## src/rtl/pingpong_dma_pkg.sv

```systemverilog
package pingpong_dma_pkg;
    localparam int WORD_W = 32;
    localparam int NBUF   = 2;
    localparam int CSR_W  = 8;

    localparam int B_RUN  = 0;
    localparam int B_IE   = 1;
    localparam int B_ERR  = 2;
    localparam int B_FINA = 3;
    localparam int B_ARMA = 4;
    localparam int B_FINB = 5;
    localparam int B_ARMB = 6;
    localparam int B_SEL  = 7;

    localparam logic [CSR_W-1:0] SW_MASK = 8'h7F;

    localparam logic [2:0] RA_DEV  = 3'd0;
    localparam logic [2:0] RA_SET  = 3'd1;
    localparam logic [2:0] RA_CLR  = 3'd2;
    localparam logic [2:0] RA_STAT = 3'd3;
    localparam logic [2:0] RA_AADR = 3'd4;
    localparam logic [2:0] RA_ACNT = 3'd5;

    typedef enum logic [2:0] {
        ST_IDLE,
        ST_FETCH,
        ST_PUSH,
        ST_PULL,
        ST_STORE
    } seq_state_t;

    function automatic int fin_bit(input logic sel);
        return sel ? B_FINB : B_FINA;
    endfunction

    function automatic int arm_bit(input logic sel);
        return sel ? B_ARMB : B_ARMA;
    endfunction
endpackage

```

## src/rtl/pingpong_dma_regs.sv

```systemverilog
module pingpong_dma_regs
    import pingpong_dma_pkg::*;
#(
    parameter int AW   = 32,
    parameter int CW   = 13,
    parameter int STEP = 4
) (
    input  logic              clk,
    input  logic              rst_n,
    input  logic              we,
    input  logic [2:0]        addr,
    input  logic [WORD_W-1:0] wdata,
    output logic [WORD_W-1:0] rdata,
    input  logic              beat_done,
    input  logic              buf_finish,
    input  logic              err_set,
    output logic              run,
    output logic              err,
    output logic              dir,
    output logic              arm_act,
    output logic [AW-1:0]     act_addr,
    output logic [CW-1:0]     act_cnt,
    output logic              irq,
    output logic [WORD_W-2:0] periph_id
);
    logic [CSR_W-1:0]  csr_q, csr_hw, csr_d;
    logic [WORD_W-1:0] dev_q;
    logic [AW-1:0]     d_addr [NBUF];
    logic [CW-1:0]     d_cnt  [NBUF];
    logic              sel;

    assign sel = csr_q[B_SEL];

    always_comb begin
        csr_hw = csr_q;
        if (err_set) begin
            csr_hw[B_ERR] = 1'b1;
        end
        if (buf_finish) begin
            csr_hw[fin_bit(sel)] = 1'b1;
            csr_hw[arm_bit(sel)] = 1'b0;
            csr_hw[B_SEL]        = ~sel;
        end
        csr_d = csr_hw;
        if (we && addr == RA_SET) begin
            csr_d = csr_d | (wdata[CSR_W-1:0] & SW_MASK);
        end
        if (we && addr == RA_CLR) begin
            csr_d = csr_d & ~(wdata[CSR_W-1:0] & SW_MASK);
        end
    end

    always_ff @(posedge clk or negedge rst_n) begin
        if (!rst_n) begin
            csr_q <= '0;
            dev_q <= '0;
        end else begin
            csr_q <= csr_d;
            if (we && addr == RA_DEV) begin
                dev_q <= wdata;
            end
        end
    end

    for (genvar g = 0; g < NBUF; g++) begin : g_desc
        localparam logic [2:0] IDX_A = 3'(RA_AADR + 2 * g);
        localparam logic [2:0] IDX_C = 3'(RA_ACNT + 2 * g);
        logic mine;
        assign mine = (sel == 1'(g));
        always_ff @(posedge clk or negedge rst_n) begin
            if (!rst_n) begin
                d_addr[g] <= '0;
                d_cnt[g]  <= '0;
            end else begin
                if (we && addr == IDX_A) begin
                    d_addr[g] <= wdata[AW-1:0];
                end else if (beat_done && mine) begin
                    d_addr[g] <= d_addr[g] + AW'(STEP);
                end
                if (we && addr == IDX_C) begin
                    d_cnt[g] <= wdata[CW-1:0];
                end else if (beat_done && mine) begin
                    d_cnt[g] <= d_cnt[g] - CW'(1);
                end
            end
        end
    end

    always_comb begin
        case (addr)
            3'd0:    rdata = dev_q;
            3'd3:    rdata = WORD_W'(csr_q);
            3'd4:    rdata = WORD_W'(d_addr[0]);
            3'd5:    rdata = WORD_W'(d_cnt[0]);
            3'd6:    rdata = WORD_W'(d_addr[1]);
            3'd7:    rdata = WORD_W'(d_cnt[1]);
            default: rdata = '0;
        endcase
    end

    assign run       = csr_q[B_RUN];
    assign err       = csr_q[B_ERR];
    assign dir       = dev_q[0];
    assign periph_id = dev_q[WORD_W-1:1];
    assign arm_act   = csr_q[arm_bit(sel)];
    assign act_addr  = d_addr[sel];
    assign act_cnt   = d_cnt[sel];
    assign irq       = csr_q[B_IE] & (csr_q[B_ERR] | csr_q[B_FINA] | csr_q[B_FINB]);
endmodule

```

## src/rtl/pingpong_dma_seq.sv

```systemverilog
module pingpong_dma_seq
    import pingpong_dma_pkg::*;
#(
    parameter int AW = 32,
    parameter int CW = 13
) (
    input  logic              clk,
    input  logic              rst_n,
    input  logic              run,
    input  logic              err,
    input  logic              dir,
    input  logic              arm_act,
    input  logic [AW-1:0]     act_addr,
    input  logic [CW-1:0]     act_cnt,
    output logic              mem_req,
    output logic              mem_we,
    output logic [AW-1:0]     mem_addr,
    output logic [WORD_W-1:0] mem_wdata,
    input  logic              mem_gnt,
    input  logic [WORD_W-1:0] mem_rdata,
    input  logic              mem_err,
    output logic              tx_valid,
    output logic [WORD_W-1:0] tx_data,
    input  logic              tx_ready,
    input  logic              rx_valid,
    input  logic [WORD_W-1:0] rx_data,
    output logic              rx_ready,
    output logic              beat_done,
    output logic              buf_finish,
    output logic              err_set
);
    seq_state_t        state_q, state_d;
    logic [WORD_W-1:0] hold_q;
    logic              go;

    assign go = run && !err;

    always_ff @(posedge clk or negedge rst_n) begin
        if (!rst_n) begin
            state_q <= ST_IDLE;
            hold_q  <= '0;
        end else begin
            state_q <= state_d;
            if (state_q == ST_FETCH && run && mem_gnt && !mem_err) begin
                hold_q <= mem_rdata;
            end else if (state_q == ST_PULL && run && rx_valid) begin
                hold_q <= rx_data;
            end
        end
    end

    always_comb begin
        state_d    = state_q;
        beat_done  = 1'b0;
        buf_finish = 1'b0;
        err_set    = 1'b0;
        unique case (state_q)
            ST_IDLE: begin
                if (go && arm_act) begin
                    if (act_cnt == '0) begin
                        buf_finish = 1'b1;
                    end else begin
                        state_d = dir ? ST_PULL : ST_FETCH;
                    end
                end
            end
            ST_FETCH: begin
                if (!run) begin
                    state_d = ST_IDLE;
                end else if (mem_gnt) begin
                    err_set = mem_err;
                    state_d = mem_err ? ST_IDLE : ST_PUSH;
                end
            end
            ST_PUSH: begin
                if (!run) begin
                    state_d = ST_IDLE;
                end else if (tx_ready) begin
                    beat_done = 1'b1;
                    state_d   = ST_IDLE;
                end
            end
            ST_PULL: begin
                if (!run) begin
                    state_d = ST_IDLE;
                end else if (rx_valid) begin
                    state_d = ST_STORE;
                end
            end
            ST_STORE: begin
                if (!run) begin
                    state_d = ST_IDLE;
                end else if (mem_gnt) begin
                    err_set   = mem_err;
                    beat_done = !mem_err;
                    state_d   = ST_IDLE;
                end
            end
            default: state_d = ST_IDLE;
        endcase
    end

    always_comb begin
        mem_req   = run && (state_q == ST_FETCH || state_q == ST_STORE);
        mem_we    = (state_q == ST_STORE);
        mem_addr  = act_addr;
        mem_wdata = hold_q;
        tx_valid  = run && (state_q == ST_PUSH);
        tx_data   = hold_q;
        rx_ready  = run && (state_q == ST_PULL);
    end
endmodule

```

## src/rtl/pingpong_dma.sv

```systemverilog
module pingpong_dma
    import pingpong_dma_pkg::*;
#(
    parameter int AW   = 32,
    parameter int CW   = 13,
    parameter int STEP = 4
) (
    input  logic              clk,
    input  logic              rst_n,
    input  logic              reg_we,
    input  logic [2:0]        reg_addr,
    input  logic [WORD_W-1:0] reg_wdata,
    output logic [WORD_W-1:0] reg_rdata,
    output logic              irq,
    output logic [WORD_W-2:0] periph_id,
    output logic              mem_req,
    output logic              mem_we,
    output logic [AW-1:0]     mem_addr,
    output logic [WORD_W-1:0] mem_wdata,
    input  logic              mem_gnt,
    input  logic [WORD_W-1:0] mem_rdata,
    input  logic              mem_err,
    output logic              tx_valid,
    output logic [WORD_W-1:0] tx_data,
    input  logic              tx_ready,
    input  logic              rx_valid,
    input  logic [WORD_W-1:0] rx_data,
    output logic              rx_ready
);
    logic          run, err, dir, arm_act;
    logic          beat_done, buf_finish, err_set;
    logic [AW-1:0] act_addr;
    logic [CW-1:0] act_cnt;

    pingpong_dma_regs #(.AW(AW), .CW(CW), .STEP(STEP)) u_regs (
        .clk(clk), .rst_n(rst_n),
        .we(reg_we), .addr(reg_addr), .wdata(reg_wdata), .rdata(reg_rdata),
        .beat_done(beat_done), .buf_finish(buf_finish), .err_set(err_set),
        .run(run), .err(err), .dir(dir), .arm_act(arm_act),
        .act_addr(act_addr), .act_cnt(act_cnt),
        .irq(irq), .periph_id(periph_id)
    );

    pingpong_dma_seq #(.AW(AW), .CW(CW)) u_seq (
        .clk(clk), .rst_n(rst_n),
        .run(run), .err(err), .dir(dir), .arm_act(arm_act),
        .act_addr(act_addr), .act_cnt(act_cnt),
        .mem_req(mem_req), .mem_we(mem_we), .mem_addr(mem_addr), .mem_wdata(mem_wdata),
        .mem_gnt(mem_gnt), .mem_rdata(mem_rdata), .mem_err(mem_err),
        .tx_valid(tx_valid), .tx_data(tx_data), .tx_ready(tx_ready),
        .rx_valid(rx_valid), .rx_data(rx_data), .rx_ready(rx_ready),
        .beat_done(beat_done), .buf_finish(buf_finish), .err_set(err_set)
    );
endmodule

```

## config.mk

```make
export PLATFORM = sky130hd
export DESIGN_NAME = pingpong_dma
export DESIGN_NICKNAME = d
export VERILOG_FILES = /design/src/rtl/pingpong_dma_pkg.sv /design/src/rtl/pingpong_dma_regs.sv /design/src/rtl/pingpong_dma_seq.sv /design/src/rtl/pingpong_dma.sv
export SDC_FILE = /design/constraint.sdc
export NUM_CORES = 1
export LEC_CHECK = 0
export BUFFER_PORTS_ARGS = -buffer_cell sky130_fd_sc_hd__buf_2
export CAP_MARGIN = 30
export CORE_ASPECT_RATIO = 0.9
export CORE_MARGIN = 2
export CORE_UTILIZATION = 30
export DETAILED_ROUTE_END_ITERATION = 16
export GPL_TIMING_DRIVEN = 1
export MAX_ROUTING_LAYER = met4
export PLACE_DENSITY_LB_ADDON = 0.15
export SYNTH_ARGS = -nofsm -noshare
export SYNTH_HDL_FRONTEND = slang
export SYNTH_SLANG_ARGS = --single-unit
```

## constraint.sdc

```tcl
create_clock -name clk -period 2.37 [get_ports clk]
set_clock_uncertainty 0.05 [all_clocks]
set_input_delay 0.474 -clock clk [delete_from_list [all_inputs] [get_ports clk]]
set_output_delay 0.474 -clock clk [all_outputs]
set_load 0.02 [all_outputs]
```

# Yosys cells after proc, flatten, opt, wreduce, memory -nomap -nowiden
# Index checks and enable logic that the tools add are counted.
# Widths: inputs -> output; s select.
# totals
register_bits	165
output_inout_bits	164
wordCells	132
# op_classes
n_addsub	4
magnitude_cmp	5
eq_ne	17
muxes	54
n_bitwise	11
reduce_logical	33
# op_table
operator	count
$mux 32	9
$pmux 32 s6	1
$mux 13	7
$add 32x3->32 const B	2
$ge 32x1->1 const B	2
$lt 32x5->1 const B	2
$mux 3	11
$sub 13x1->13 const B	2
$mux 8	3
$logic_and 1x1->1	20
$eq 3x3->1 const B	5
$mux 1	15
$pmux 3 s5	1
$logic_not 13->1	1
$eq 3x2->1 const B	4
$ne 3x3->1 const B	4
$reduce_bool 2->1	5
$and 8x8->8	1
$not 7->8	1
$or 8x7->8	1
$and 7x7->7	1
$not 7->7	1
$or 7x7->7	1
$demux 1 s3	2
16 further kinds	22

# Longest topological paths before layout
# Gate-level depths: netlist of run 1.
# depth
word_depth	13
depth_mapped	8
mapped_depth_nobuf	6

# Modules after synthesis
# Synthesis of run 1 repeated with hierarchy kept, for this count alone.
# hier_totals
cells_unflattened	1097
area_unflattened_um2	10528.8
# by_module_without_submodules
module	instances	cells_per_inst	area_each_um2
pingpong_dma_regs	1	853	8246.7
pingpong_dma_seq	1	244	2282.2

# Least setup slack after synthesis of run 1
# No wires, ideal clock.
# synth_path
path_kind	input-to-output
from	input reg_addr[2]
to	output reg_rdata[20]
t_arrival_ns	1.805
required_time_ns	1.846
setup_slack_ns	0.041
stages	6
cell_sequence	clkbuf_1 nor2_1 clkbuf_1 clkbuf_1 a22oi_1 nor2_1
# synth_via
elab_chain_len	2
elab_cells_between_ends	7
classes_between	5 x eq/ne; 1 x mux; 1 x reduce/logical
# synth_rtl
item	line	text
start: declaration	pingpong_dma.sv:11	input logic [2:0] reg_addr,
$eq 3x3->1, or another cell as far along	pingpong_dma_regs.sv:90	case (addr)
$pmux 32 s6 *	pingpong_dma_regs.sv:90	
end: declaration	pingpong_dma.sv:13	output logic [WORD_W-1:0] reg_rdata,
# Mark *: on every way between the ends. The rest lies on a longest branch, timed or not.

# Worst setup path after layout of run 1
# layout_path
from	register u_regs.d_addr[6] in the netlist's numbering
to	output reg_rdata[6]
# layout_via
elab_chain_len	1
# layout_rtl
item	line	text
start: declaration	pingpong_dma_regs.sv:28	logic [AW-1:0] d_addr [NBUF];
start signal: indexed assignment	pingpong_dma_regs.sv:76	d_addr[g] <= wdata[AW-1:0];
start signal: indexed assignment	pingpong_dma_regs.sv:78	d_addr[g] <= d_addr[g] + AW'(STEP);
$pmux 32 s6	pingpong_dma_regs.sv:90	
# Every way passes these cells.

==> impl_metrics.csv, run 1 <==
group,metric,value,unit
run_status,status,"complete, no violations",
worst_setup_path,max_stage_delay,0.50,ns
job,cap_viol_max_count,0,
routing,via_count,8960,
worst_setup_path,critical_path_arrival,1.78,ns
finish,layout_common_cells,"buf_2 (268), dfrtp_1 (158), nand2_1 (155), o21ai_0 (84), mux2_2 (78)",
hold_path,hp-class,"in2reg",
floorplan,fp.dieW,199.5,um
routing,dr_wl_met3,1.655,mm
routing,drt-met1-wl,16.73,mm
floorplan,core_area,0.03395,mm^2
worst_setup_path,critPathRequiredTime,1.85,ns
floorplan,dieArea,0.03590,mm^2
worst_setup_path,cp-start-kind,"register",
routing,routed_wl,35.05,mm
routing,drtPass1Iterations,5,
routing,wl_per_cell,19.17,um
timing,rsz0062_at_grt,"false",
clock_tree,clock-sinks,165,
synthesis,synth_cells,1084,
routing,drtIter0Drc,459,
timing,relSlewSlack,60.21,%
finish,nets,1463,
worst_setup_path,cp_cell_sequence,"mux4_2, nand2_1, o21ai_0, buf_2",
routing,viasPerCell,4.902,
place,place_inst,1791,
routing,wl_met2,16.21,mm
floorplan,fp-row-count,64,
global_routing,antenna_found_initial,0,
synthesis,synth_edf_count,0,
finish,fin_cells,1828,
power,p_leak,5.715,nW
synthesis,yosysWarningCount,0,
timing,clock.fmax,433.4,MHz
global_routing,grt_overflow_total,0,
worst_setup_path,slowest_stage,"mux4_2",
synthesis,synthFlopType,"dfrtp_1",
routing,top_layer,"met4",
timing,fin_crit,2.307,ns
global_routing,track_usage,20.51,%
finish,syn2layout_area_growth,26.42,%
worst_setup_path,crit_type,"reg2out",
clock_tree,clkTransAtPathRegs,0.07,ns
synthesis,synth_area,0.01032,mm^2
place,io_buffers,269,
power,power_density,864.9,mW/mm^2
synthesis,yosysSeqAreaShare,40.01,%
clock_tree,cts_tree,"built",
place,place.gp.congestion,0.7930,
finish,layout_commonest_cell,"buf_2",
timing,worst_slew_pin_slew,0.5969,ns
finish,fillers,3520,
synthesis,async_flop_share,100.0,%
clock_tree,clock_latency,0.45,ns
routing,ant_nets,0,
floorplan,start_util,30.39,%
timing,setup_violations,0,
finish,drive_gt1_share,37.48,%
global_routing,grt_pass1_vias,8899,
place,dp_hpwl,26.58,mm
clock_tree,cts-root-buf,"clkbuf_16",
synthesis,synth.distinct_cells,64,
clock_tree,clock_path_buffers,2,
floorplan,boundaryPins,270,
worst_setup_path,critPathMaxFanout,5,
clock_tree,cts-buffers-inserted,17,
worst_setup_path,crit_path_end_kind,"primary output",
synthesis,syn_area_per_cell,9.519,um^2
finish,diodes,0,
timing,setup-tns-final,0,ns
global_routing,grt_max_degree,54,
timing,hold_viol,0,
routing,drc,0,
timing,slew_viol_final,0,
global_routing,grt_pass1_wl,54.49,mm
floorplan,die_h,179.9,um
timing,period_share,97.35,%
synthesis,syn_nets,1194,
clock_tree,htree_levels,4,
power,peakVddDrop,0.4824,mV
synthesis,ys_seq_elements,165,
==> logic make-up (layout without fill, tap and decap cells) <==
family	Yosys count	count (layout)	synth area share, %
compound gates	200	200	11.51
fa+ha+maj	4	4	0.4850
buf+inv	116	398	6.184
xor+xnor	81	81	6.875
flops	165	165	40.01
simple gates	398	398	21.26
mux	120	120	13.68
==> final timing paths <==
path	startpoint	to	slack, ns	cells after the start
hold reg to reg	u_regs.d_addr[32]$_DFFE_PN0P_	u_regs.d_addr[32]$_DFFE_PN0P_	0.46	2
min in group asynchronous	rst_n	u_regs.d_addr[16]$_DFFE_PN0P_	0.47	2
hold / removal	mem_rdata[1]	u_seq.mem_wdata[1]$_DFFE_PN0P_	0.18	3
max in group asynchronous	rst_n	u_seq.mem_wdata[19]$_DFFE_PN0P_	1.07	3
setup reg to reg	u_regs.csr_q[7]$_DFFE_PN0N_	u_regs.d_addr[26]$_DFFE_PN0P_	0.17	7
setup / recovery	u_regs.d_addr[6]$_DFFE_PN0P_	reg_rdata[6]	0.06	4
==> flip-flops by register name (all words and copies together), names as in the netlist, named ones only <==
register,count
u_seq.state_q,3
u_regs.csr_q,6
u_regs.d_addr,64
u_regs.dev_q,32
u_seq.mem_wdata,32
u_regs.d_cnt,26
==> metrics by stage <==
stage                     setup slack (ns)  hold WS [ns]  utilization, %  total power [mW]  cell area [um^2]
after global placement             0.04692        0.3752           36.49             8.351             12390
after detailed placement           0.04201        0.3702           36.49             8.380             12390
final                              0.06288        0.1847           38.42             11.28             13050
after global routing              0.003191        0.1631           38.42             11.96             13050
after floorplan                    0.04098        0.1284               -             6.944             10320
after CTS                          0.01547        0.1640           38.34             11.39             13020
==> metal layers <==
layer	up-vias	track usage [%]
met5	-	-
met4	0	4.296
met3	26	3.377
met2	243	31.28
met1	4344	28.58
li1	4347	-
==> Yosys cell counts (5+ instances only) <==
cell type | instances | area share [%]
a22oi_1 | 31 | 2.3
nor2_1 | 69 | 2.5
nand3b_1 | 9 | 0.65
and2_1 | 11 | 0.67
nor4_1 | 14 | 0.85
nor4_4 | 6 | 1.2
nor3b_1 | 9 | 0.65
inv_1 | 9 | 0.33
and3b_1 | 5 | 0.42
xnor2_1 | 56 | 4.8
and4_1 | 10 | 0.85
and3_1 | 10 | 0.61
o21ai_1 | 8 | 0.39
nand2_1 | 155 | 5.6
buf_1 | 6 | 0.22
dfrtp_1 | 165 | 40
buf_4 | 35 | 2.5
mux2i_1 | 33 | 3.2
nor3_1 | 27 | 1.3
nor2b_1 | 8 | 0.49
mux2_2 | 78 | 8.5
a21oi_1 | 48 | 2.3
buf_6 | 5 | 0.55
xor2_1 | 25 | 2.1
buf_2 | 16 | 0.78
mux4_2 | 9 | 2.0
nand3_1 | 26 | 1.3
a22o_1 | 7 | 0.59
nand4_1 | 11 | 0.67
clkbuf_1 | 42 | 1.5
o21ai_0 | 87 | 4.2
==> critical path: cells and delay by family, from the launching register on <==
family / cells / cell delay, ns
buf+inv: 1 / 0.18
simple gates: 1 / 0.08
compound gates: 1 / 0.11
mux: 1 / 0.50
flops: 1 / 0.46
==> repair_timing <==
item,CTS,global route
gates resized for setup,2,9
endpoints found under the hold margin,32,0
hold buffers,1,0
endpoints found under the setup margin,14,6
buffers inserted,2,2
==> power by group <==
| part | switching (mW) | internal [mW] | leakage [nW] |
|---|---|---|---|
| clock network | 1.34 | 1.61 | 0.297 |
| registers | 0.781 | 3.53 | 2.00 |
| logic | 2.36 | 1.66 | 3.42 |
==> layout make-up <==
type,instances,area (um^2),share of cell area [%]
inverter,9,33.78,0.2590
multi-input combinational,803,5559,42.61
tap,462,578.1,4.431
timing repair buffer,357,2136,16.37
sequential,165,4138,31.72
clock buffer,18,439.2,3.367
clock inverter,14,161.4,1.237
Power figures use the tool's default switching activity.
==> inputs of run 2 (changes only) <==
--- a/config.mk
+++ b/config.mk
@@ -10,10 +10,12 @@
 export CORE_ASPECT_RATIO = 0.9
 export CORE_MARGIN = 2
 export CORE_UTILIZATION = 30
+export CTS_BUF_LIST = sky130_fd_sc_hd__clkbuf_2 sky130_fd_sc_hd__clkbuf_4 sky130_fd_sc_hd__clkbuf_8
 export DETAILED_ROUTE_END_ITERATION = 16
 export GPL_TIMING_DRIVEN = 1
 export MAX_ROUTING_LAYER = met4
-export PLACE_DENSITY_LB_ADDON = 0.15
+export PLACE_DENSITY_LB_ADDON = 0.05
+export RECOVER_POWER = 100
 export SYNTH_ARGS = -nofsm -noshare
 export SYNTH_HDL_FRONTEND = slang
 export SYNTH_SLANG_ARGS = --single-unit
==> impl_metrics.csv, run 2 (same netlist as run 1, synthesis figures left out) <==
group,metric,value,unit
run_status,status,"complete, no violations",
floorplan,die_h,179.9,um
worst_setup_path,crit_path_end_kind,"primary output",
clock_tree,htree_levels,4,
power,p_leak,5.433,nW
timing,fin_hold_ws,0.1460,ns
power,intPower,6.546,mW
power,clkPwrFrac,24.2,%
power,peakVddDrop,0.4504,mV
timing,rsz0062_at_grt,"true",
routing,wl_per_cell,20.02,um
worst_setup_path,slowest_stage,"dfrtp_4",
worst_setup_path,cp_top_family,"flip-flops",
clock_tree,cts_tree,"built",
place,io_buffers,269,
power,combPwrFrac,35.9,%
clock_tree,clkTransAtPathRegs,0.10,ns
worst_setup_path,critPathMaxFanout,5,
place,place.gp.congestion,0.8016,
place,dp_slack,-0.01827,ns
routing,drc,0,
power,p_sw,4.398,mW
finish,layout_commonest_cell,"buf_2",
global_routing,track_usage,21.36,%
floorplan,start_util,30.39,%
clock_tree,cts-buffers-inserted,17,
routing,drtPass1Iterations,4,
finish,top_register,"u_regs.d_addr",
power,seqPwrFrac,39.9,%
worst_setup_path,crit_path_frequent_cell,"buf_4",
worst_setup_path,cp-start-kind,"register",
power,power_density,842.1,mW/mm^2
global_routing,grt_pass1_vias,9034,
clock_tree,cts-root-buf,"clkbuf_8",
finish,fin_cells,1843,
worst_setup_path,cp_cell_sequence,"buf_4, buf_4, mux2_2, buf_2",
finish,nets,1477,
clock_tree,clock-sinks,165,
timing,slew_viol_final,0,
worst_setup_path,critPathRequiredTime,1.85,ns
timing,clock.fmax,427.8,MHz
worst_setup_path,max_stage_delay,0.56,ns
power,swShare,40.18,%
timing,setup-tns-final,0,ns
global_routing,grt_max_degree,58,
global_routing,grt_overflow_total,0,
routing,drtIter0Drc,393,
finish,drive_gt1_share,31.52,%
hold_path,hp-class,"in2reg",
routing,ant_nets,0,
timing,worst_slew_pin_slew,1.044,ns
routing,routed_wl,36.89,mm
timing,relSlewSlack,30.42,%
floorplan,core_area,0.03395,mm^2
timing,period_share,98.62,%
floorplan,fp.dieW,199.5,um
place,dp_hpwl,27.50,mm
finish,post-route-util,38.28,%
worst_setup_path,r2r_setup_slack,0.13,ns
global_routing,grt_pass1_wl,56.28,mm
finish,layout_common_cells,"buf_2 (170), dfrtp_1 (157), nand2_1 (153), clkbuf_1 (97)",
routing,via_count,9153,
timing,hold_viol,0,
floorplan,dieArea,0.03590,mm^2
place,place_inst,1797,
job,cap_viol_max_count,0,
timing,fin_crit,2.337,ns
timing,setup_violations,0,
worst_setup_path,critical_path_buf_inv_count,3,
floorplan,boundaryPins,270,
finish,largest_reg_flops,64,
timing,fin_ws,0.03271,ns
clock_tree,clock_latency,0.48,ns
routing,viasPerCell,4.966,
worst_setup_path,critical_path_arrival,1.81,ns
finish,syn2layout_area_growth,25.95,%
worst_setup_path,crit_type,"reg2out",
global_routing,antenna_found_initial,1,
floorplan,fp-row-count,64,
clock_tree,clock_path_buffers,2,
==> run 2: cell types whose count changed in the layout (fill, tap and decap cells not counted), sizes merged <==
cell	before	now
inv	16	10
diode	0	1
bufinv	2	6
clkbuf	18	124
clkinv	5	4
buf	356	267
==> run 2: metal layers <==
layer | global-route usage (%) | vias to the layer above | routed length (um)
met2 | 33.07 | 209 | 17340
met1 | 29.50 | 4540 | 17790
met4 | 4.207 | 0 | 400
li1 | - | 4381 | -
met3 | 3.490 | 23 | 1364
met5 | - | - | 0
==> run 2: timing repair <==
item                                   CTS  global route
hold buffers                             1             0
gates resized for setup                 11            19
setup endpoints to repair               32            27
pin swaps                                1             1
gates cloned                             0             1
buffers inserted                         3            11
endpoints found under the hold margin   32             0
==> run 2: final timing paths <==
check / start / endpoint / depth (start not counted)
min: mem_rdata[0] / u_seq.mem_wdata[0]$_DFFE_PN0P_ / 3
min in group asynchronous: rst_n / u_regs.dev_q[17]$_DFFE_PN0P_ / 2
max: u_regs.csr_q[7]$_DFFE_PN0N_ / mem_addr[3] / 4
max in group asynchronous: rst_n / u_seq.mem_wdata[30]$_DFFE_PN0P_ / 3
max reg2reg: register / u_regs.d_addr[15]$_DFFE_PN0P_ / 6
min reg2reg: u_regs.d_addr[0]$_DFFE_PN0P_ / u_regs.d_addr[0]$_DFFE_PN0P_ / 2
==> run 2: layout make-up <==
cell class              count  area [um^2]
diodes                      1        2.502
clock buffers              21        282.8
clock inverters            11        220.2
fillers                  3612        20960
inverters                   9        33.78
multi-input cells         803         5583
flip-flops and latches    165         4141
well taps                 462        578.1
repair buffers            371         2155
==> run 2: worst min-delay path, cell delays in order <==
cell,delay (ns)
buf_2,0.07
nand2_1,0.04
o21ai_0,0.05
==> run 2: through the flow <==
stage / instance area (um^2) / power, mW
after floorplan: 10320 / 6.944
after detailed placement: 12470 / 8.468
after CTS: 13040 / 11.17
final: 13000 / 10.94
after global routing: 13000 / 11.59
after global placement: 12470 / 8.475
==> run 2: power groups by stage <==
stage	clock network (mW)	registers (mW)	logic (mW)
6_report	2.64	4.37	3.93
5_1_grt	2.82	4.49	4.28
4_1_cts	2.72	4.35	4.10
2_1_floorplan	0	4.57	2.37
3_3_place_gp	0	4.42	4.06
3_5_place_dp	0	4.39	4.07
==> inputs of run 3 (changes only) <==
==> constraint.sdc (replaced) <==
create_clock -name clk -period 2.68 [get_ports clk]
set_clock_uncertainty 0.05 [all_clocks]
set_input_delay 0.536 -clock clk [delete_from_list [all_inputs] [get_ports clk]]
set_output_delay 0.536 -clock clk [all_outputs]
set_load 0.02 [all_outputs]
==> impl_metrics.csv, run 3 (same netlist as run 1, synthesis figures left out) <==
group,metric,value,unit
run_status,status,"complete, no violations",
hold_path,hp-class,"in2reg",
worst_setup_path,critical_path_arrival,2.00,ns
clock_tree,clkTransAtPathRegs,0.11,ns
worst_setup_path,cp_top_family,"buffers and inverters",
finish,largest_reg_flops,64,
worst_setup_path,cp_cell_sequence,"clkbuf_1, clkbuf_1, nor2_1, buf_4, a22o_1, a21o_1, buf_2",
global_routing,grt_pass1_vias,8891,
timing,fin_crit,2.581,ns
place,place.gp.congestion,0.8147,
clock_tree,clock-sinks,165,
global_routing,grt_overflow_total,0,
finish,layout_commonest_cell,"dfrtp_1",
clock_tree,htree_levels,4,
power,power_density,738.9,mW/mm^2
clock_tree,clock_latency,0.50,ns
place,place_inst,1772,
worst_setup_path,critical_path_buf_inv_count,4,
worst_setup_path,crit_type,"in2out",
routing,via_count,9040,
global_routing,track_usage,21.31,%
worst_setup_path,cp-start-kind,"input pin",
clock_tree,clock_path_buffers,2,
finish,post-route-util,36.13,%
routing,drtIter0Drc,424,
worst_setup_path,critPathMaxFanout,11,
clock_tree,cts-root-buf,"clkbuf_8",
global_routing,grt_max_degree,51,
power,power,9.062,mW
place,dp_slack,0.1034,ns
timing,setup_violations,0,
worst_setup_path,crit_path_frequent_cell,"clkbuf_1",
finish,nets,1442,
timing,worst_slew_pin_slew,1.056,ns
timing,setup-tns-final,0,ns
timing,relSlewSlack,29.57,%
timing,clock.fmax,387.4,MHz
worst_setup_path,max_stage_delay,0.37,ns
finish,layout_common_cells,"dfrtp_1 (164), nand2_1 (155), clkbuf_1 (136), buf_2 (122), o21ai_0 (87)",
global_routing,antenna_found_initial,1,
floorplan,start_util,30.39,%
clock_tree,cts-buffers-inserted,17,
timing,rsz0062_at_grt,"false",
routing,ant_nets,0,
place,dp_hpwl,27.44,mm
timing,fin_hold_ws,0.1829,ns
routing,wl_per_cell,20.10,um
floorplan,die_h,179.9,um
worst_setup_path,slowest_stage,"clkbuf_1",
floorplan,core_area,0.03395,mm^2
clock_tree,cts_tree,"built",
finish,fin_cells,1808,
job,cap_viol_max_count,0,
timing,period_share,96.32,%
power,peakVddDrop,0.4257,mV
global_routing,grt_pass1_wl,55.96,mm
place,placed_area,0.01223,mm^2
finish,top_register,"u_regs.d_addr",
power,p_leak,4.939,nW
floorplan,dieArea,0.03590,mm^2
worst_setup_path,crit_path_end_kind,"primary output",
routing,viasPerCell,5.000,
floorplan,fp.dieW,199.5,um
timing,slew_viol_final,0,
routing,drc,0,
finish,drive_gt1_share,24.46,%
finish,syn2layout_area_growth,18.87,%
floorplan,fp-row-count,64,
timing,hold_viol,0,
finish,finalInstanceArea,0.01227,mm^2
floorplan,boundaryPins,270,
routing,drtPass1Iterations,5,
timing,fin_ws,0.09874,ns
place,io_buffers,269,
worst_setup_path,critPathRequiredTime,2.09,ns
routing,routed_wl,36.33,mm
==> run 3: report_power, final <==
part	switching (mW)	internal [mW]
clock	1.11	0.849
sequential	0.761	3.11
combinational	2.02	1.22
==> run 3: worst paths after layout <==
path	startpoint	endpoint	slack (ns)	depth (start not counted)
worst min-delay path	mem_rdata[22]	u_seq.mem_wdata[22]$_DFFE_PN0P_	0.18	3
min in group asynchronous	rst_n	u_regs.d_addr[14]$_DFFE_PN0P_	0.70	2
max in group asynchronous	rst_n	u_regs.d_addr[55]$_DFFE_PN0P_	0.49	3
worst max register to register	u_regs.csr_q[7]$_DFFE_PN0N_	u_regs.d_addr[26]$_DFFE_PN0P_	0.18	8
worst min register to register	u_regs.d_addr[0]$_DFFE_PN0P_	u_regs.d_addr[0]$_DFFE_PN0P_	0.47	2
worst max-delay path	reg_addr[0]	reg_rdata[7]	0.1	7
==> run 3: final cells by class <==
cell class	count	area [um^2]
diodes	1	2.502
fillers	3709	21690
inverters	9	33.78
multi-input cells	803	5436
clock buffers	17	234.0
well taps	462	578.1
clock inverters	15	163.9
repair buffers	336	1687
flip-flops and latches	165	4130
==> run 3: worst reg2reg max path, cell delays in order, from the launching register on <==
cell and delay (ns):
dfrtp_2 0.42, buf_4 0.16, buf_4 0.18, and4_1 0.32
nand4_1 0.33, clkbuf_1 0.27, nor4b_1 0.39, xnor2_1 0.16
o21ai_0 0.09
==> run 3: timing repair <==
action,4_1_cts,5_1_grt
setup buffers,2,0
hold buffers,1,0
endpoints found under the hold margin,31,0
gates resized for setup,0,3
setup endpoints to repair,10,3
==> run 3: routing by layer <==
layer,wire length (um),vias up,GRT usage [%]
li1,-,4314,-
met1,17290,4455,29.30
met2,16850,247,32.46
met3,1731,24,3.996
met4,454,0,4.800
met5,0,-,-
